### config.mk
export PLATFORM = sky130hd
export DESIGN_NAME = yc422_splitter
export DESIGN_NICKNAME = d
export VERILOG_FILES = /design/src/rtl/yc422_pkg.sv /design/src/rtl/trs_detector.sv /design/src/rtl/hsync_edge.sv /design/src/rtl/phase_seq.sv /design/src/rtl/group_asm.sv /design/src/rtl/yc422_splitter.sv
export SDC_FILE = /design/constraint.sdc
export NUM_CORES = 1
export LEC_CHECK = 0
export ABC_CLOCK_PERIOD_IN_PS = 2480
export BUFFER_PORTS_ARGS = -buffer_cell sky130_fd_sc_hd__buf_2
export CORE_UTILIZATION = 55
export DETAILED_ROUTE_END_ITERATION = 16
export PLACE_DENSITY = 0.76
export SLEW_MARGIN = 25
export SYNTH_ARGS = -nofsm -noshare
export SYNTH_HDL_FRONTEND = slang
export SYNTH_HIERARCHICAL = 1
export SYNTH_SLANG_ARGS = --single-unit
### constraint.sdc
create_clock -name clk -period 2.48 [get_ports clk]
set_input_delay 0.124 -clock clk [delete_from_list [all_inputs] [get_ports clk]]
set_output_delay 0.124 -clock clk [all_outputs]
set_load 0.02 [all_outputs]
### src/rtl/yc422_pkg.sv
package yc422_pkg;

  typedef enum logic [1:0] {
    SM_EMBED   = 2'b00,
    SM_SLAVE   = 2'b01,
    SM_MASTER  = 2'b10,
    SM_GENLOCK = 2'b11
  } sync_mode_e;

  // position of a sample inside the Cb, Y0, Cr, Y1 group
  localparam logic [1:0] PH_CB = 2'd0;
  localparam logic [1:0] PH_Y0 = 2'd1;
  localparam logic [1:0] PH_CR = 2'd2;
  localparam logic [1:0] PH_Y1 = 2'd3;

endpackage

### src/rtl/trs_detector.sv
module trs_detector #(
  parameter int DW   = 10,
  parameter int HBIT = DW - 4
) (
  input  logic          clk,
  input  logic          rst,
  input  logic [DW-1:0] pix,
  output logic          sav_hit,
  output logic          eav_hit
);

  // three-word history: h2 oldest
  logic [DW-1:0] h0, h1, h2;
  logic          code_seen;

  always_ff @(posedge clk) begin
    if (rst) begin
      h0 <= '0;
      h1 <= '0;
      h2 <= '0;
    end else begin
      h2 <= h1;
      h1 <= h0;
      h0 <= pix;
    end
  end

  // the current word is the XY word of a reference code
  always_comb begin
    code_seen = (h2 == '1) && (h1 == '0) && (h0 == '0) && pix[DW-1];
    sav_hit   = code_seen && !pix[HBIT];
    eav_hit   = code_seen &&  pix[HBIT];
  end

endmodule

### src/rtl/hsync_edge.sv
module hsync_edge
  import yc422_pkg::*;
(
  input  logic       clk,
  input  logic       rst,
  input  sync_mode_e mode,
  input  logic       ext_hs_n,
  input  logic       int_hs_n,
  output logic       hs_fall
);

  logic hs_sel;
  logic hs_prev;

  // master mode follows the internal sync, slave and genlock the external one
  always_comb hs_sel = (mode == SM_MASTER) ? int_hs_n : ext_hs_n;

  always_ff @(posedge clk) begin
    if (rst) hs_prev <= 1'b1;
    else     hs_prev <= hs_sel;
  end

  always_comb hs_fall = (mode != SM_EMBED) && hs_prev && !hs_sel;

endmodule

### src/rtl/phase_seq.sv
module phase_seq
  import yc422_pkg::*;
(
  input  logic       clk,
  input  logic       rst,
  input  sync_mode_e mode,
  input  logic       sav_hit,
  input  logic       eav_hit,
  input  logic       ctrl_word,
  input  logic       hs_fall,
  output logic [1:0] phase_q,
  output logic       data_ok
);

  logic embed, master, align_evt, act_q;

  always_comb begin
    embed     = (mode == SM_EMBED);
    master    = (mode == SM_MASTER);
    align_evt = embed ? sav_hit : hs_fall;
    data_ok   = embed ? (act_q && !ctrl_word) : (act_q && !hs_fall);
  end

  always_ff @(posedge clk) begin
    if (rst) begin
      phase_q <= PH_CB;
      act_q   <= 1'b0;
    end else begin
      if (align_evt) phase_q <= master ? PH_Y1 : PH_CB;
      else           phase_q <= phase_q + 2'd1;

      if (embed) begin
        if (sav_hit)                 act_q <= 1'b1;
        else if (ctrl_word || eav_hit) act_q <= 1'b0;
      end else if (hs_fall) begin
        act_q <= 1'b1;
      end
    end
  end

  // the word after a start code is a Cb of active data
  a_r4_cb_after_sav: assert property (@(posedge clk) disable iff (rst)
    (embed && sav_hit) |=> (phase_q == PH_CB) && act_q);

  // slave and genlock edges put the next sample on Cb
  a_r6_slave_cb: assert property (@(posedge clk) disable iff (rst)
    (!embed && !master && hs_fall) |=> (phase_q == PH_CB));

  // master edges put the next sample on a Y
  a_r7_master_y: assert property (@(posedge clk) disable iff (rst)
    (master && hs_fall) |=> (phase_q == PH_Y1));

endmodule

### src/rtl/group_asm.sv
module group_asm
  import yc422_pkg::*;
#(
  parameter int DW = 10
) (
  input  logic          clk,
  input  logic          rst,
  input  logic [DW-1:0] pix,
  input  logic [1:0]    phase,
  input  logic          data_ok,
  output logic [DW-1:0] y_out,
  output logic [DW-1:0] cb_out,
  output logic [DW-1:0] cr_out,
  output logic          out_valid,
  output logic          out_cosited
);

  logic [DW-1:0] cb_h, y0_h, cr_h, y1_h;
  logic [1:0]    fill;   // consecutive data samples of the current group
  logic          pend1;  // second pixel waiting for its slot

  always_ff @(posedge clk) begin
    if (rst) begin
      cb_h        <= '0;
      y0_h        <= '0;
      cr_h        <= '0;
      y1_h        <= '0;
      fill        <= 2'd0;
      pend1       <= 1'b0;
      y_out       <= '0;
      cb_out      <= '0;
      cr_out      <= '0;
      out_valid   <= 1'b0;
      out_cosited <= 1'b0;
    end else begin
      out_valid <= 1'b0;
      if (pend1) begin
        y_out       <= y1_h;
        cb_out      <= cb_h;
        cr_out      <= cr_h;
        out_valid   <= 1'b1;
        out_cosited <= 1'b0;
        pend1       <= 1'b0;
      end
      if (!data_ok) begin
        fill <= 2'd0;
      end else begin
        case (phase)
          PH_CB: begin
            cb_h <= pix;
            fill <= 2'd1;
          end
          PH_Y0: begin
            y0_h <= pix;
            fill <= (fill == 2'd1) ? 2'd2 : 2'd0;
          end
          PH_CR: begin
            if (fill == 2'd2) begin
              cr_h        <= pix;
              y_out       <= y0_h;
              cb_out      <= cb_h;
              cr_out      <= pix;
              out_valid   <= 1'b1;
              out_cosited <= 1'b1;
              fill        <= 2'd3;
            end else begin
              fill <= 2'd0;
            end
          end
          default: begin
            if (fill == 2'd3) begin
              y1_h  <= pix;
              pend1 <= 1'b1;
            end
            fill <= 2'd0;
          end
        endcase
      end
    end
  end

  // a strobe never lasts two cycles
  a_r3_single_cycle: assert property (@(posedge clk) disable iff (rst)
    out_valid |=> !out_valid);

  // the second pixel repeats the chroma of the first
  a_r2_chroma_held: assert property (@(posedge clk) disable iff (rst)
    (out_valid && !out_cosited) |-> ($stable(cb_out) && $stable(cr_out)));

  // a non-co-sited pixel comes two cycles after a co-sited one
  a_r2_pair_order: assert property (@(posedge clk) disable iff (rst)
    (out_valid && !out_cosited) |-> ($past(out_valid, 2) && $past(out_cosited, 2)));

  // a co-sited pixel only follows a data sample
  a_r5_no_emit_nondata: assert property (@(posedge clk) disable iff (rst)
    (out_valid && out_cosited) |-> $past(data_ok));

endmodule

### src/rtl/yc422_splitter.sv
module yc422_splitter
  import yc422_pkg::*;
#(
  parameter int DW   = 10,
  parameter int HBIT = DW - 4
) (
  input  logic          clk,
  input  logic          rst,
  input  logic [1:0]    sync_mode,
  input  logic [DW-1:0] pix_in,
  input  logic          ext_hs_n,
  input  logic          int_hs_n,
  output logic [DW-1:0] y_out,
  output logic [DW-1:0] cb_out,
  output logic [DW-1:0] cr_out,
  output logic          out_valid,
  output logic          out_cosited
);

  sync_mode_e mode;
  logic       sav_hit, eav_hit, ctrl_word, hs_fall, data_ok;
  logic [1:0] phase;

  always_comb begin
    mode      = sync_mode_e'(sync_mode);
    ctrl_word = (pix_in == '1);
  end

  trs_detector #(.DW(DW), .HBIT(HBIT)) u_trs (
    .clk     (clk),
    .rst     (rst),
    .pix     (pix_in),
    .sav_hit (sav_hit),
    .eav_hit (eav_hit)
  );

  hsync_edge u_hs (
    .clk      (clk),
    .rst      (rst),
    .mode     (mode),
    .ext_hs_n (ext_hs_n),
    .int_hs_n (int_hs_n),
    .hs_fall  (hs_fall)
  );

  phase_seq u_phase (
    .clk       (clk),
    .rst       (rst),
    .mode      (mode),
    .sav_hit   (sav_hit),
    .eav_hit   (eav_hit),
    .ctrl_word (ctrl_word),
    .hs_fall   (hs_fall),
    .phase_q   (phase),
    .data_ok   (data_ok)
  );

  group_asm #(.DW(DW)) u_grp (
    .clk         (clk),
    .rst         (rst),
    .pix         (pix_in),
    .phase       (phase),
    .data_ok     (data_ok),
    .y_out       (y_out),
    .cb_out      (cb_out),
    .cr_out      (cr_out),
    .out_valid   (out_valid),
    .out_cosited (out_cosited)
  );

  // no strobe while reset is held
  a_r1_quiet_reset: assert property (@(posedge clk)
    $past(rst) |-> !out_valid);

endmodule

==> results of run 1 <==
-- cells by family (layout without fill, tap and decap cells) --
kind of cell / Yosys count / in the layout / share of synthesized area [%]
adder cells (fa/ha/maj): 5 / 5 / 1.51
buffers and inverters: 30 / 72 / 3.75
AND/OR/NAND/NOR: 197 / 197 / 24.1
AO/OA/AOI/OAI: 71 / 71 / 10.3
XOR/XNOR: 1 / 1 / 0.211
multiplexers: 31 / 31 / 7.49
flip-flops: 109 / 109 / 52.7
-- routing by layer --
layer	wire, um	track usage [%]
met3	420	4.10
met2	4040	37.0
met1	3720	28.8
met5	0	0
met4	176	11.1
-- through the flow --
step | hold slack, ns | instances
after floorplan | 0.197 | 444
after global placement | 0.394 | 569
after detailed placement | 0.408 | 569
after CTS | 0.0264 | 585
after global routing | 0.0504 | 585
final | 0.0319 | 585
-- final timing paths --
kind	startpoint	to	slack (ns)	depth (start not counted)
min reg2reg	u_grp/y1_h[2]	u_grp/y1_h[2]	0.46	2
min	int_hs_n	u_hs/hs_prev	0.03	3
max	u_trs/h1[1]	u_phase/phase_q[1]	0.25	6
max reg2reg	u_trs/h1[1]	u_phase/phase_q[1]	0.25	6
-- layout make-up --
type | instances | share of cell area (%)
clock buffers | 12 | 3.36
multi-input cells | 305 | 39.1
repair buffers | 52 | 5.97
well taps | 99 | 2.69
clock inverters | 4 | 1.19
inverters | 4 | 0.326
flip-flops and latches | 109 | 47.3
-- critical path, stage by stage (launching register included) --
cell and delay (ns):
dfxtp_1 0.32, or4b_1 0.52, or4_1 0.58, nor3_1 0.31, nand2b_1 0.09, a21oi_1 0.19
a2111oi_2 0.06
-- power breakdown --
| part | switching, W | leakage (nW) | total (W) | internal (W) |
|---|---|---|---|---|
| Sequential | 0.0000234 | 0.885 | 0.00181 | 0.00179 |
| Combinational | 0.000115 | 0.831 | 0.000178 | 0.0000628 |
| Clock | 0.000582 | 0.103 | 0.00111 | 0.000529 |
-- cell usage in the layout (no fill, tap or decap), drive strengths merged, types with 2 or more instances in the layout --
cell type / synthesis / routed
ha: 5 / 5
nor2b: 32 / 32
nand2b: 22 / 22
or4: 2 / 2
a211oi: 21 / 21
nor4: 3 / 3
nor2: 28 / 28
nand3b: 2 / 2
and2: 2 / 2
clkbuf: 14 / 12
a21oi: 46 / 46
nand2: 87 / 87
dfxtp: 109 / 109
nor3: 4 / 4
inv: 4 / 5
nand4b: 2 / 2
mux2i: 31 / 31
nand4: 6 / 6
buf: 12 / 52
-- flip-flops by register name, summed over array words and instances, names as in the netlist, 2 cells and up --
| signal | count |
|---|---|
| u_trs/h0 | 10 |
| u_grp/y_out | 10 |
| u_grp/fill | 2 |
| u_trs/h2 | 10 |
| u_phase/phase_q | 2 |
| u_grp/cb_out | 10 |
| u_grp/cr_out | 10 |
| u_grp/cr_h | 10 |
| u_trs/h1 | 10 |
| u_grp/y1_h | 10 |
| u_grp/cb_h | 10 |
| u_grp/y0_h | 10 |
==> results.txt, run 1 <==
Leak: 1.82 nW
Dpl ws: 0.251 ns
Layout Utilization: 63.6%
Fill cell count: 605
Pwr Density: 672 nW/um^2
DR WL/cell: 14.3 um
Top post-synthesis cells by count: dfxtp_1, nand2_1, a21oi_1
Vert. Die Dim: 88.8 um
Final WL: 8.35 mm
Largest cells by area after synthesis: dfxtp_1, nand2_1, mux2i_1, a21oi_1, nor2b_1
Period Utilization, post-route: 89.8%
Setup Crit Path Kind: reg -> reg
Crit path max fanout: 3
Area delta synth->final: 11.3%
Register area: 2180 sq um
DRC viols: 0
H-tree levels: 3
Clock Skews: 0.00755 ns
Tmin final: 2.23 ns
Total gr overflow: 0
Fmax: 449 MHz
Worst setup margin: 0.253 ns
Mapped Avg Cell Area: 9.33 sq um
CTS Sinks: 109
Starting Density: 57.1%
Placed inst area: 4400 sq um
Pwr Total: 0.00310 W
1st-pass router iterations: 4
CTS tree: done
Synth Net Count: 465
Unrepaired setup endpoints after global routing: false
Hold_buf cts: 0
Cts bufs inserted: 9
Vias per cell: 5.25
Site row count: 31
Max Slew Vio Count: 0
Data arrival, critical path: 2.44 ns
Post-layout nets: 502
Final setup viols: 0
Fin. Hold Viols: 0
Synth top area share: 52.7%
PortBufs: 47
Cell type with the largest total area after synthesis: dfxtp_1
Vias in the first global route: 2819
Width of the die: 88.8 um
Critical Path RT: 2.69 ns
Worst hold path type: in -> reg
Clk buf depth: 2
Worst-Skew Late Latency: 0.36 ns
Die area: 7880 sq um
Syn. warnings: 6
Number of DRC markers in iteration 0: 162
Worst IR Drop VDD: 364 uV
Core area: 7250 sq um
ANT nets after route: 0
Setup Buffers After CTS: 0
Final HPWL from detailed placement: 5.28 mm
Initial antenna violation count: 0
I/O pin total: 48
Run status: finished clean
Finished Cell Area: 4610 sq um
Final Wtd Congestion: 0.773
Worst Max-Slew Pin Slew: 0.915 ns
Seq/Total Area, Yosys: 52.7%
Cell with the most instances after synthesis: dfxtp_1
Mapped Area: 4140 sq um
First-pass GRT wire length: 13.3 mm
Setup crit start kind: register
EDFF count, synth: 0
Post-Synthesis Cells: 444
Async set-or-reset flop fraction in the synthesized netlist: 0%
Multi-input gate area: 1810 sq um
GR Util All Layers: 22.6%
CP Capture Type: register
Share of post-route cells with drive strength above 1: 14.8%
Slew headroom: 39.0%
Post-CTS sizing: 0
Setup TNS: 0 ns
Largest net degree at the start of global routing: 103
Main synth FF type: dfxtp_1
Antenna cells: 0
Max cap viols: 0
Yosys cell types: 37
Clk root buf: clkbuf_8
FF+latch count, synth: 109
Clk slew on worst S/H paths: 0.09 ns
Via Count: 3073
(Power assumes the default switching activity.)
==> inputs of run 2 (changes only) <==
--- a/config.mk
+++ b/config.mk
@@ -7,9 +7,11 @@
 export LEC_CHECK = 0
 export ABC_CLOCK_PERIOD_IN_PS = 2480
 export BUFFER_PORTS_ARGS = -buffer_cell sky130_fd_sc_hd__buf_2
-export CORE_UTILIZATION = 55
+export CELL_PAD_IN_SITES_DETAIL_PLACEMENT = 1
+export CELL_PAD_IN_SITES_GLOBAL_PLACEMENT = 2
+export CORE_UTILIZATION = 36
 export DETAILED_ROUTE_END_ITERATION = 16
-export PLACE_DENSITY = 0.76
+export PLACE_DENSITY_LB_ADDON = 0.1
 export SLEW_MARGIN = 25
 export SYNTH_ARGS = -nofsm -noshare
 export SYNTH_HDL_FRONTEND = slang
==> run 2 against run 1 <==
Fmax down 2.1%. Flip-flop and latch count unchanged. Via count up 1.9%. Power up 9.7%.
==> results.txt, run 2 (same netlist as run 1, synthesis figures left out) <==
Most common cell after layout, fill and taps aside: dfxtp_1
Vias in the first global route: 3132
Crit path max fanout: 3
Fin. Hold Viols: 0
Starting Density: 37.6%
Placed inst area: 4500 sq um
Reg2Reg Depth: 6
Post-layout nets: 507
Clk slew on worst S/H paths: 0.08 ns
Total gr overflow: 0
Hold depth: 3
Core area: 11000 sq um
Worst IR Drop VDD: 705 uV
Critical Path Max Stage Delay: 0.58 ns
Die area: 11900 sq um
Post-CTS sizing: 0
Final setup viols: 0
Fill cell count: 1275
Setup crit start kind: register
Hold_buf cts: 0
H-tree levels: 3
ANT nets after route: 0
CTS tree: done
DRC viols: 0
Vias per cell: 4.96
Worst-Skew Late Latency: 0.35 ns
Antenna cells: 0
I/O pin total: 48
Area delta synth->final: 15.7%
Clk buf depth: 2
Worst Max-Slew Pin Slew: 0.960 ns
Via Count: 3132
Max Slew Vio Count: 0
Setup TNS: 0 ns
PortBufs: 47
Layout Utilization: 43.5%
Width of the die: 109 um
Cts bufs inserted: 9
Pwr Density: 710 nW/um^2
Largest net degree at the start of global routing: 102
Crit path max-delay cell type: or4_1
CTS Sinks: 109
Max cap viols: 0
Initial antenna violation count: 0
Site row count: 38
Worst hold path type: in -> reg
Final WL: 9.97 mm
1st-pass router iterations: 4
Crit-path cells: or4b_1 > or4_1 > nor3_1 > nand2b_1 > a21oi_1 > a2111oi_2
Placed Cells: 615
Number of DRC markers in iteration 0: 91
DR WL/cell: 15.8 um
Vert. Die Dim: 109 um
Clk root buf: clkbuf_16
Fmax: 440 MHz
Tmin final: 2.27 ns
GR Util All Layers: 18.3%
Final HPWL from detailed placement: 6.57 mm
Most frequent cells in the layout: dfxtp_1, nand2_1, buf_2, a21oi_1, mux2i_1
Pwr Total: 0.00340 W
First-pass GRT wire length: 16.1 mm
Critical Path RT: 2.67 ns
Share of post-route cells with drive strength above 1: 15.9%
Finished Cell Area: 4790 sq um
Setup Buffers After CTS: 0
Clock Skews: 0.00624 ns
Period Utilization, post-route: 91.7%
Final Wtd Congestion: 0.725
Final cell count without fillers: 631
CP Capture Type: register
Run status: finished clean
Setup Crit Path Kind: reg -> reg
Unrepaired setup endpoints after global routing: false
Leak: 1.89 nW
Data arrival, critical path: 2.47 ns
Slew headroom: 36.0%
-- run 2: worst paths after layout --
path,startpoint,to,slack (ns)
worst min register to register,u_grp/y1_h[3],u_grp/y1_h[3],0.46
worst max register to register,u_trs/h1[1],u_phase/phase_q[1],0.21
worst max-delay path,u_trs/h1[1],u_phase/phase_q[1],0.21
worst min-delay path,ext_hs_n,u_hs/hs_prev,0.05
-- run 2: final cells by class --
type | instances | area, sq um | share of cell area (%)
Sequential cell | 109 | 2180 | 45.5
Multi-Input combinational cell | 305 | 1810 | 37.7
Timing Repair Buffer | 57 | 325 | 6.79
Clock buffer | 9 | 225 | 4.70
Tap cell | 140 | 175 | 3.65
Clock inverter | 7 | 65.1 | 1.36
Inverter | 4 | 15.0 | 0.313
-- run 2: through the flow --
stage / setup WS, ns / hold slack [ns]
2_1_floorplan: 0.449 / 0.197
3_3_place_gp: 0.262 / 0.401
3_5_place_dp: 0.166 / 0.423
4_1_cts: 0.162 / 0.0391
5_1_grt: 0.0346 / 0.0879
6_report: 0.206 / 0.0475
-- run 2: worst max-delay path, delay by kind of cell, from the launching register on --
kind	cells	cell delay, ns
DFF	1	0.31
AOI/OAI and AO/OA	2	0.27
and+or+nand+nor	4	1.53
-- run 2: report_power, final --
group          switching [W]  internal, W
Sequential         0.0000231      0.00179
Clock               0.000696     0.000708
Combinational       0.000121    0.0000657
-- run 2: routing by layer --
layer  up-vias  global-route usage [%]  share of wire [%]
met5         -                       0                  0
met2        52                    30.0                 48
li1       1584                       -                  -
met4         0                    6.00                1.8
met1      1483                    23.2                 47
met3        13                    5.20                3.4
